## config.mk

```make
export PLATFORM = sky130hd
export DESIGN_NAME = irq_router
export DESIGN_NICKNAME = d
export VERILOG_FILES = /design/src/rtl/irq_router_pkg.sv /design/src/rtl/irq_raw_collect.sv /design/src/rtl/irq_mask_csr.sv /design/src/rtl/irq_cpu_gate.sv /design/src/rtl/irq_router.sv
export SDC_FILE = /design/constraint.sdc
export NUM_CORES = 1
export LEC_CHECK = 0
export ABC_CLOCK_PERIOD_IN_PS = 3700
export CELL_PAD_IN_SITES_DETAIL_PLACEMENT = 1
export CELL_PAD_IN_SITES_GLOBAL_PLACEMENT = 2
export CORE_MARGIN = 2
export CORE_UTILIZATION = 32
export DETAILED_ROUTE_END_ITERATION = 8
export PLACE_DENSITY_LB_ADDON = 0.1
export SLEW_MARGIN = 20
export SYNTH_ARGS = -nofsm -noshare
export SYNTH_HDL_FRONTEND = slang
export SYNTH_SLANG_ARGS = --single-unit
```

## constraint.sdc

```tcl
create_clock -name clk_i -period 3.7 [get_ports clk_i]
set_input_delay 0.74 -clock clk_i [delete_from_list [all_inputs] [get_ports clk_i]]
set_output_delay 0.74 -clock clk_i [all_outputs]
set_load 0.03 [all_outputs]
```

## src/rtl/irq_router_pkg.sv

```systemverilog
package irq_router_pkg;
  localparam int unsigned CSR_AW = 12;
  localparam logic [CSR_AW-1:0] RAW_OFS = 12'h300;

  function automatic logic [CSR_AW-1:0] mask_ofs(int unsigned n);
    int unsigned v;
    v = (n < 2) ? (32'h200 + 32'h40 * n) : (32'h600 + 32'h40 * (n - 2));
    return v[CSR_AW-1:0];
  endfunction

  function automatic logic [CSR_AW-1:0] view_ofs(int unsigned n);
    return mask_ofs(n) + 12'h080;
  endfunction
endpackage

```

## src/rtl/irq_raw_collect.sv

```systemverilog
module irq_raw_collect #(
  parameter int unsigned NUM_LINES    = 64,
  parameter int unsigned CASCADE_LINE = 55,
  localparam int unsigned IDX_W       = $clog2(NUM_LINES)
) (
  input  logic                 clk_i,
  input  logic                 rst_ni,
  input  logic                 line_ev_i,
  input  logic [IDX_W-1:0]     line_idx_i,
  input  logic                 line_lvl_i,
  input  logic                 level_load_i,
  input  logic [NUM_LINES-1:0] level_vec_i,
  input  logic                 cascade_i,
  output logic [NUM_LINES-1:0] raw_d_o,
  output logic [NUM_LINES-1:0] raw_q_o,
  output logic                 casc_q_o
);
  logic [NUM_LINES-1:0] raw_q;
  logic                 casc_q;

  // priority: vector load < line event < cascade edge
  always_comb begin
    raw_d_o = raw_q;
    if (level_load_i) raw_d_o = level_vec_i;
    if (line_ev_i) raw_d_o[line_idx_i] = line_lvl_i;
    if (cascade_i != casc_q) raw_d_o[CASCADE_LINE] = cascade_i;
  end

  always_ff @(posedge clk_i or negedge rst_ni) begin
    if (!rst_ni) begin
      raw_q  <= '0;
      casc_q <= 1'b0;
    end else begin
      raw_q  <= raw_d_o;
      casc_q <= cascade_i;
    end
  end

  assign raw_q_o  = raw_q;
  assign casc_q_o = casc_q;
endmodule

```

## src/rtl/irq_mask_csr.sv

```systemverilog
module irq_mask_csr
  import irq_router_pkg::*;
#(
  parameter int unsigned NUM_LINES = 64,
  parameter int unsigned NUM_CPUS  = 4
) (
  input  logic                                clk_i,
  input  logic                                rst_ni,
  input  logic                                csr_req_i,
  input  logic                                csr_we_i,
  input  logic [CSR_AW-1:0]                   csr_addr_i,
  input  logic [NUM_LINES-1:0]                csr_wdata_i,
  input  logic [NUM_LINES-1:0]                raw_q_i,
  output logic [NUM_CPUS-1:0][NUM_LINES-1:0]  mask_d_o,
  output logic [NUM_CPUS-1:0][NUM_LINES-1:0]  mask_q_o,
  output logic [NUM_LINES-1:0]                csr_rdata_o
);
  logic csr_wr;
  assign csr_wr = csr_req_i && csr_we_i;

  for (genvar n = 0; n < NUM_CPUS; n++) begin : g_mask
    logic [NUM_LINES-1:0] mask_q;
    assign mask_d_o[n] = (csr_wr && csr_addr_i == mask_ofs(n)) ? csr_wdata_i : mask_q;
    always_ff @(posedge clk_i or negedge rst_ni) begin
      if (!rst_ni) mask_q <= '0;
      else         mask_q <= mask_d_o[n];
    end
    assign mask_q_o[n] = mask_q;
  end

  always_comb begin
    csr_rdata_o = '0;
    if (csr_req_i && !csr_we_i) begin
      if (csr_addr_i == RAW_OFS) csr_rdata_o = raw_q_i;
      for (int n = 0; n < NUM_CPUS; n++) begin
        if (csr_addr_i == mask_ofs(n)) csr_rdata_o = mask_q_o[n];
        if (csr_addr_i == view_ofs(n)) csr_rdata_o = mask_q_o[n] & raw_q_i;
      end
    end
  end
endmodule

```

## src/rtl/irq_cpu_gate.sv

```systemverilog
module irq_cpu_gate #(
  parameter int unsigned NUM_LINES = 64
) (
  input  logic                 clk_i,
  input  logic                 rst_ni,
  input  logic [NUM_LINES-1:0] mask_d_i,
  input  logic [NUM_LINES-1:0] raw_d_i,
  input  logic                 present_i,
  output logic                 irq_o
);
  always_ff @(posedge clk_i or negedge rst_ni) begin
    if (!rst_ni) irq_o <= 1'b0;
    else         irq_o <= present_i && (|(mask_d_i & raw_d_i));
  end
endmodule

```

## src/rtl/irq_router.sv

```systemverilog
module irq_router
  import irq_router_pkg::*;
#(
  parameter int unsigned NUM_LINES    = 64,
  parameter int unsigned NUM_CPUS     = 4,
  parameter int unsigned CASCADE_LINE = 55,
  localparam int unsigned IDX_W       = $clog2(NUM_LINES)
) (
  input  logic                 clk_i,
  input  logic                 rst_ni,
  input  logic [NUM_CPUS-1:0]  cpu_present_i,
  input  logic                 line_ev_i,
  input  logic [IDX_W-1:0]     line_idx_i,
  input  logic                 line_lvl_i,
  input  logic                 level_load_i,
  input  logic [NUM_LINES-1:0] level_vec_i,
  input  logic                 cascade_i,
  input  logic                 csr_req_i,
  input  logic                 csr_we_i,
  input  logic [CSR_AW-1:0]    csr_addr_i,
  input  logic [NUM_LINES-1:0] csr_wdata_i,
  output logic [NUM_LINES-1:0] csr_rdata_o,
  output logic [NUM_CPUS-1:0]  irq_o
);
  logic [NUM_LINES-1:0]               raw_d, raw_q;
  logic                               casc_q;
  logic [NUM_CPUS-1:0][NUM_LINES-1:0] mask_d, mask_q;

  irq_raw_collect #(.NUM_LINES(NUM_LINES), .CASCADE_LINE(CASCADE_LINE)) u_raw (
    .clk_i, .rst_ni, .line_ev_i, .line_idx_i, .line_lvl_i,
    .level_load_i, .level_vec_i, .cascade_i,
    .raw_d_o(raw_d), .raw_q_o(raw_q), .casc_q_o(casc_q)
  );

  irq_mask_csr #(.NUM_LINES(NUM_LINES), .NUM_CPUS(NUM_CPUS)) u_csr (
    .clk_i, .rst_ni, .csr_req_i, .csr_we_i, .csr_addr_i, .csr_wdata_i,
    .raw_q_i(raw_q), .mask_d_o(mask_d), .mask_q_o(mask_q), .csr_rdata_o
  );

  for (genvar n = 0; n < NUM_CPUS; n++) begin : g_cpu
    irq_cpu_gate #(.NUM_LINES(NUM_LINES)) u_gate (
      .clk_i, .rst_ni,
      .mask_d_i(mask_d[n]), .raw_d_i(raw_d),
      .present_i(cpu_present_i[n]), .irq_o(irq_o[n])
    );
  end
endmodule

```

---- Word level (Yosys, flattened, before mapping) ----
Index checks and enable logic that the tools add are counted.
operators by class
  bitwise gates (word level) .............. 8
  mux-type cells .......................... 20
  $lt $le $gt $ge ......................... 2
  equal/unequal tests ..................... 10
  reduce and logical (&&, ||, !) cells .... 16
operators by type and width
  cell                                                                      number
  64-bit 2-to-1 mux                                                         16
  64-bit bitwise AND                                                        8
  64-bit OR reduction                                                       4
  64-bit bitwise mux                                                        1
  12-bit by 10-bit equality test with 1-bit output (second input constant)  5
  12-bit by 11-bit equality test with 1-bit output (second input constant)  4
  1-bit logical AND                                                         11
  6-bit by 7-bit < comparator with 1-bit output (second input constant)     1
  1-bit demux with 6-bit select                                             1
  6-bit by 1-bit >= comparator with 1-bit output (second input constant)    1
  1-bit 2-to-1 mux                                                          2
  1-bit zero test                                                           1
  1-bit inequality test                                                     1
storage, ports and cells
  bits in registers ....................... 325
  output and inout port bits .............. 68
  word-level logic and storage cells ...... 66
  bits of input ports ..................... 158

---- Logic depth before layout (Yosys ltp) ----
  depth in word-level cells ............... 11
  depth in mapped cells ................... 11
  depth with buffers taken out ............ 7

---- Modules after synthesis ----
Synthesis repeated with hierarchy kept, for this count alone.
unflattened totals
  cell total of the unflattened synthesis .. 1969
  area total of the unflattened synthesis .. 20100.5 µm²
by module, submodules not included
  module           times used  cells each  sequential area each (µm²)  area each (µm²)
  irq_mask_csr     1           1462        6406.1                      14945.6
  irq_raw_collect  1           339         1626.6                      3688.5
  irq_cpu_gate     4           42          25.0                        366.6

---- Worst setup path after synthesis ----
No wires, ideal clock.
  path kind ............................... in2out
  from .................................... input csr_addr_i[5]
  to ...................................... output csr_rdata_o[40]
  arrival ................................. 3446 ps
  setup slack ............................. -486 ps
  buffers on the path ..................... 4
  data required time ...................... 2960 ps
  stages .................................. 11
  cells stage by stage .................... or4_1 > buf_2 > or4_1 > clkbuf_1 > nor2_1 > clkbuf_1 > buf_1 > nand3_1 > o2111ai_1 > o21ai_1 > a21oi_1
on the way
  longest elaborated chain between the ends .. 11
  elaborated cells between the ends (all ways) .. 19
  those cells by class .................... eq/ne: 9; mux: 10
RTL lines
  item                                              line                text
  from (decl)                                       irq_router.sv:20    input logic [CSR_AW-1:0] csr_addr_i,
  12-bit by 10-bit equality test with 1-bit output  irq_mask_csr.sv:34  if (csr_addr_i == RAW_OFS) csr_rdata_o = raw_q_i;
  64-bit 2-to-1 mux                                 irq_mask_csr.sv:34
  64-bit 2-to-1 mux                                 irq_mask_csr.sv:36  if (csr_addr_i == mask_ofs(n)) csr_rdata_o = mask_q_o[n];
  64-bit 2-to-1 mux                                 irq_mask_csr.sv:37  if (csr_addr_i == view_ofs(n)) csr_rdata_o = mask_q_o[n] & raw_q_i;
  64-bit 2-to-1 mux                                 irq_mask_csr.sv:36
  64-bit 2-to-1 mux                                 irq_mask_csr.sv:37
  64-bit 2-to-1 mux                                 irq_mask_csr.sv:36
  64-bit 2-to-1 mux                                 irq_mask_csr.sv:37
  64-bit 2-to-1 mux                                 irq_mask_csr.sv:36
  64-bit 2-to-1 mux *                               irq_mask_csr.sv:37
  64-bit 2-to-1 mux *                               irq_mask_csr.sv:33  if (csr_req_i && !csr_we_i) begin
  to (decl)                                         irq_router.sv:22    output logic [NUM_LINES-1:0] csr_rdata_o,
Mark *: on every way between the ends. The rest lies on a longest branch, timed or not.

---- Worst setup path after layout ----
  from .................................... input csr_addr_i[2]
  to ...................................... output csr_rdata_o[10]
Same word-level chain as after synthesis.

==> metrics.csv <==
stage,metric,value,unit
setup_path,crit_path_end,csr_rdata_o[10],
route,vias_per_cell,6.01,
sta,rsz0062_at_grt,yes,
place,gp_congestion,1.01,
clock_tree,root_buffer,clkbuf_16,
logic_synthesis,netlist_area,0.0192,mm²
floorplanning,die_w,249,µm
route,final_antenna_net_count,0,
floorplanning,die_area,0.0619,mm²
logic_synthesis,yosys_warnings,0,
place,dpl.cell_count,3477,
sta,slew-limit-headroom,0.410,
sta,finalCritPeriodShare,1.10,
sta,slew_violations,0,
setup_path,crit_type,in2out,
global_routing,grt.total_usage,0.375,
floorplanning,start_util,0.324,
final_layout,finalNonFillerCells,3611,
sta,layout_min_cycle_time,4090,ps
logic_synthesis,synth_flop_cell,dfrtp_1,
final_layout,drive_above_1_share,0.372,
sta,worst_pin_slew,885,ps
setup_path,worstPathCellList,buf_6 > or4_4 > or4_4 > buf_12 > buf_6 > nor2_4 > buf_6 > a2111oi_4 > a211o_1 > a21oi_4 > buf_12,
power_and_ir_drop,p_leak,16.1,nW
sta,fin_ws,-388,ps
setup_path,timing.rr.end,g_cpu[2].u_gate.irq_o,
setup_path,cpPeakStageDelay,560,ps
final_layout,fillCellCount,6418,
run_status,status,"complete, but fails checks",
flow_run,max-cap-violations,0,
logic_synthesis,ys_seq_area_frac,0.424,
setup_path,reg2reg_from,u_raw.raw_q_o[5],
power_and_ir_drop,finalPower,9.59,mW
logic_synthesis,syn_area_per_cell,9.26,µm²
setup_path,startpoint,csr_addr_i[2],
run_status,violations,setup timing,
route,finalWirelength,120000,µm
floorplanning,rows,89,
logic_synthesis,synth_edf_count,0,
place,dp_hpwl,88700,µm
clock_tree,clock_latency,590,ps
logic_synthesis,synth_async_sr_flop_share,1.00,
final_layout,area_growth,61.6,%
route,dr.pass1.iters,5,
setup_path,cp_common_cell,buf_6,
worst_hold_path,hp-class,in2async,
route,wl_per_cell,33.1,µm
setup_path,worstSetupEndpointType,output pin,
final_layout,nets,2964,
setup_path,path_buf_inv,5,
floorplanning,core,0.0591,mm²
power_and_ir_drop,ir_drop,0.291,mV
logic_synthesis,yosysUniqueCellTypes,60,
clock_tree,cts_hold_buf,0,
place,port-buffer-count,225,
setup_path,critical_path.top_delay_family,simple AND/OR/NAND/NOR gates,
clock_tree,htree_levels,2,
final_layout,num_antenna_cells,0,
setup_path,cp.required,2960,ps
setup_path,cp.depth,11,
clock_tree,numCtsBuffers,43,
route,vias,21700,
floorplanning,num_io_pins,226,
sta,finalSetupViolations,64,
setup_path,cp_max_fo,14,
global_routing,grt_max_degree,95,
sta,max_freq,245,MHz
setup_path,rr_worst_depth,9,
clock_tree,clock_path_buffers,3,
setup_path,start_kind,input port,
clock_tree,cts_tree,built,
setup_path,worst_path_max_delay_cell,or4_4,
sta,setup_tns,-19320,ps
logic_synthesis,ys_seq_elements,325,
place,place_ws,-826,ps
clock_tree,cts.sink_count,325,
route,drtIter0Drc,2114,
setup_path,worstPathArrival,3350,ps
global_routing,gr-total-overflow,0,
power_and_ir_drop,powerDensity,309,mW/mm²
global_routing,grt_antenna_before_repair,3,
logic_synthesis,synthCells,2072,
route,drc_errors,0,
sta,finalHoldViolations,0,
clock_tree,path_clk_slew,60,ps
global_routing,grt_pass1_wl,168000,µm
sta,finalClockSkew,25.7,ps
setup_path,r2r_slack,860,ps
floorplanning,dieHeight,249,µm
global_routing,first_global_vias,22600,
logic_synthesis,synth_nets,2230,
[cells in the final DEF, fill, tap and decap left out, types with 44 or more instances in the layout]
master	n
buf_12	113
buf_6	44
o22ai_1	98
clkbuf_16	48
buf_4	504
nor2_1	50
mux2i_1	260
nand2_1	96
mux2_2	76
a21oi_1	153
clkdlybuf4s50_1	146
dfrtp_1	325
inv_1	259
[sequential cells by signal, summed over array words and instances, names as in the netlist]
name,count
u_csr.g_mask.mask_q,256
u_raw.raw_q_o,64
u_raw.casc_q_o,1
g_cpu.u_gate.irq_o,4
[layout make-up]
cell class	instances	area [µm²]	share of cell area
clock buffer	60	1250	0.0404
clock inverter	17	175	0.00565
inverter	261	982	0.0317
multi-input combinational	1335	10800	0.348
sequential	325	8130	0.262
tap	773	967	0.0312
timing repair buffer	840	8700	0.281
[repair_timing]
item | in CTS | in global routing
endpoints found under the hold margin | 0 | 0
resized for setup | 181 | 77
endpoints found under the setup margin | 66 | 68
pin swaps | 75 | 46
cloned | 15 | 4
buffers inserted | 25 | 15
[logic make-up after synthesis]
family                 synth area share
AOI/OAI and AO/OA                 0.227
and+or+nand+nor                  0.0842
buffers and inverters            0.0838
DFF                               0.424
muxes                             0.181
[how the worst min path moves through the flow]
stage | slack [ps] | to | cells past startpoint | start
3_5_place_dp | 510 | u_csr.g_mask[0].mask_q[38] | 2 | u_csr.g_mask[0].mask_q[38]
5_1_grt | 280 | u_csr.g_mask[2].mask_q[49] | 1 | rst_ni
2_1_floorplan | 440 | g_cpu[0].u_gate.irq_o | 0 | rst_ni
3_3_place_gp | 490 | u_csr.g_mask[0].mask_q[27] | 2 | u_csr.g_mask[0].mask_q[27]
6_report | 220 | u_csr.g_mask[0].mask_q[24] | 1 | rst_ni
4_1_cts | 260 | u_csr.g_mask[2].mask_q[37] | 1 | rst_ni
[through the flow]
step | util | cell area, µm² | hold WS (ps)
2_1_floorplan | - | 19900 | 444
3_3_place_gp | 0.471 | 27800 | 494
3_5_place_dp | 0.471 | 27800 | 507
4_1_cts | 0.515 | 30400 | 259
5_1_grt | 0.524 | 31000 | 280
6_report | 0.524 | 31000 | 225
[report_power, final]
part | internal [mW] | total [mW] | switching, mW
Combinational | 0.628 | 1.44 | 0.814
Clock | 2.57 | 4.35 | 1.79
Sequential | 3.64 | 3.80 | 0.159
Total | 6.83 | 9.59 | 2.76
[worst reg2reg max path, cell delays in order (launching register included)]
cell     delay, ps
dfrtp_1        460
mux2i_1        380
o21ai_0        180
o31ai_1        130
buf_4          210
buf_4          150
o22ai_1        130
nor4_1         250
nand4_1        290
o41a_1         530
[routing by layer]
layer  global-route usage  vias up  share of wire
met5                    0        -       0.000067
met4                0.187        2          0.060
met3               0.0696      313          0.075
met2                0.600     1096           0.45
met1                0.486    11200           0.41
li1                     -     9079              -
[cells in the mapped netlist (4+ instances only)]
master     count  area, µm²
nor4bb_1       5       50.1
nor2_1        91        342
buf_6          5       56.3
dfrtp_1      325       8130
o211ai_1      16        120
o22ai_1      136        851
inv_1        260        976
buf_4          5       37.5
mux2i_1      262       2620
a221oi_1      24        210
o22a_1        13        114
a2111oi_0     12        105
mux2_2        76        856
and3b_1        4       35.0
a31oi_1       30        188
a222oi_1       8       80.1
a211o_1        4       35.0
nand4_1       16        100
nor3_1         6       30.0
a21o_1        34        255
a221o_1        6       60.1
o31ai_1       20        150
nor2b_1        8       50.1
nand2b_1       5       31.3
clkbuf_1     118        443
a22oi_1       32        240
buf_2          4       20.0
o2111ai_1     21        184
o21ai_0       81        405
buf_1         19       71.3
and3_1        12       75.1
nand3_1       17       85.1
a21oi_1      195        976
o221ai_1      11       96.3
nand2_1      101        379
a32o_1        13        130
nor3b_1        4       30.0
nand4b_1       6       52.6
nor4_1        28        175
Note: power is estimated with default switching activity, not from simulation.
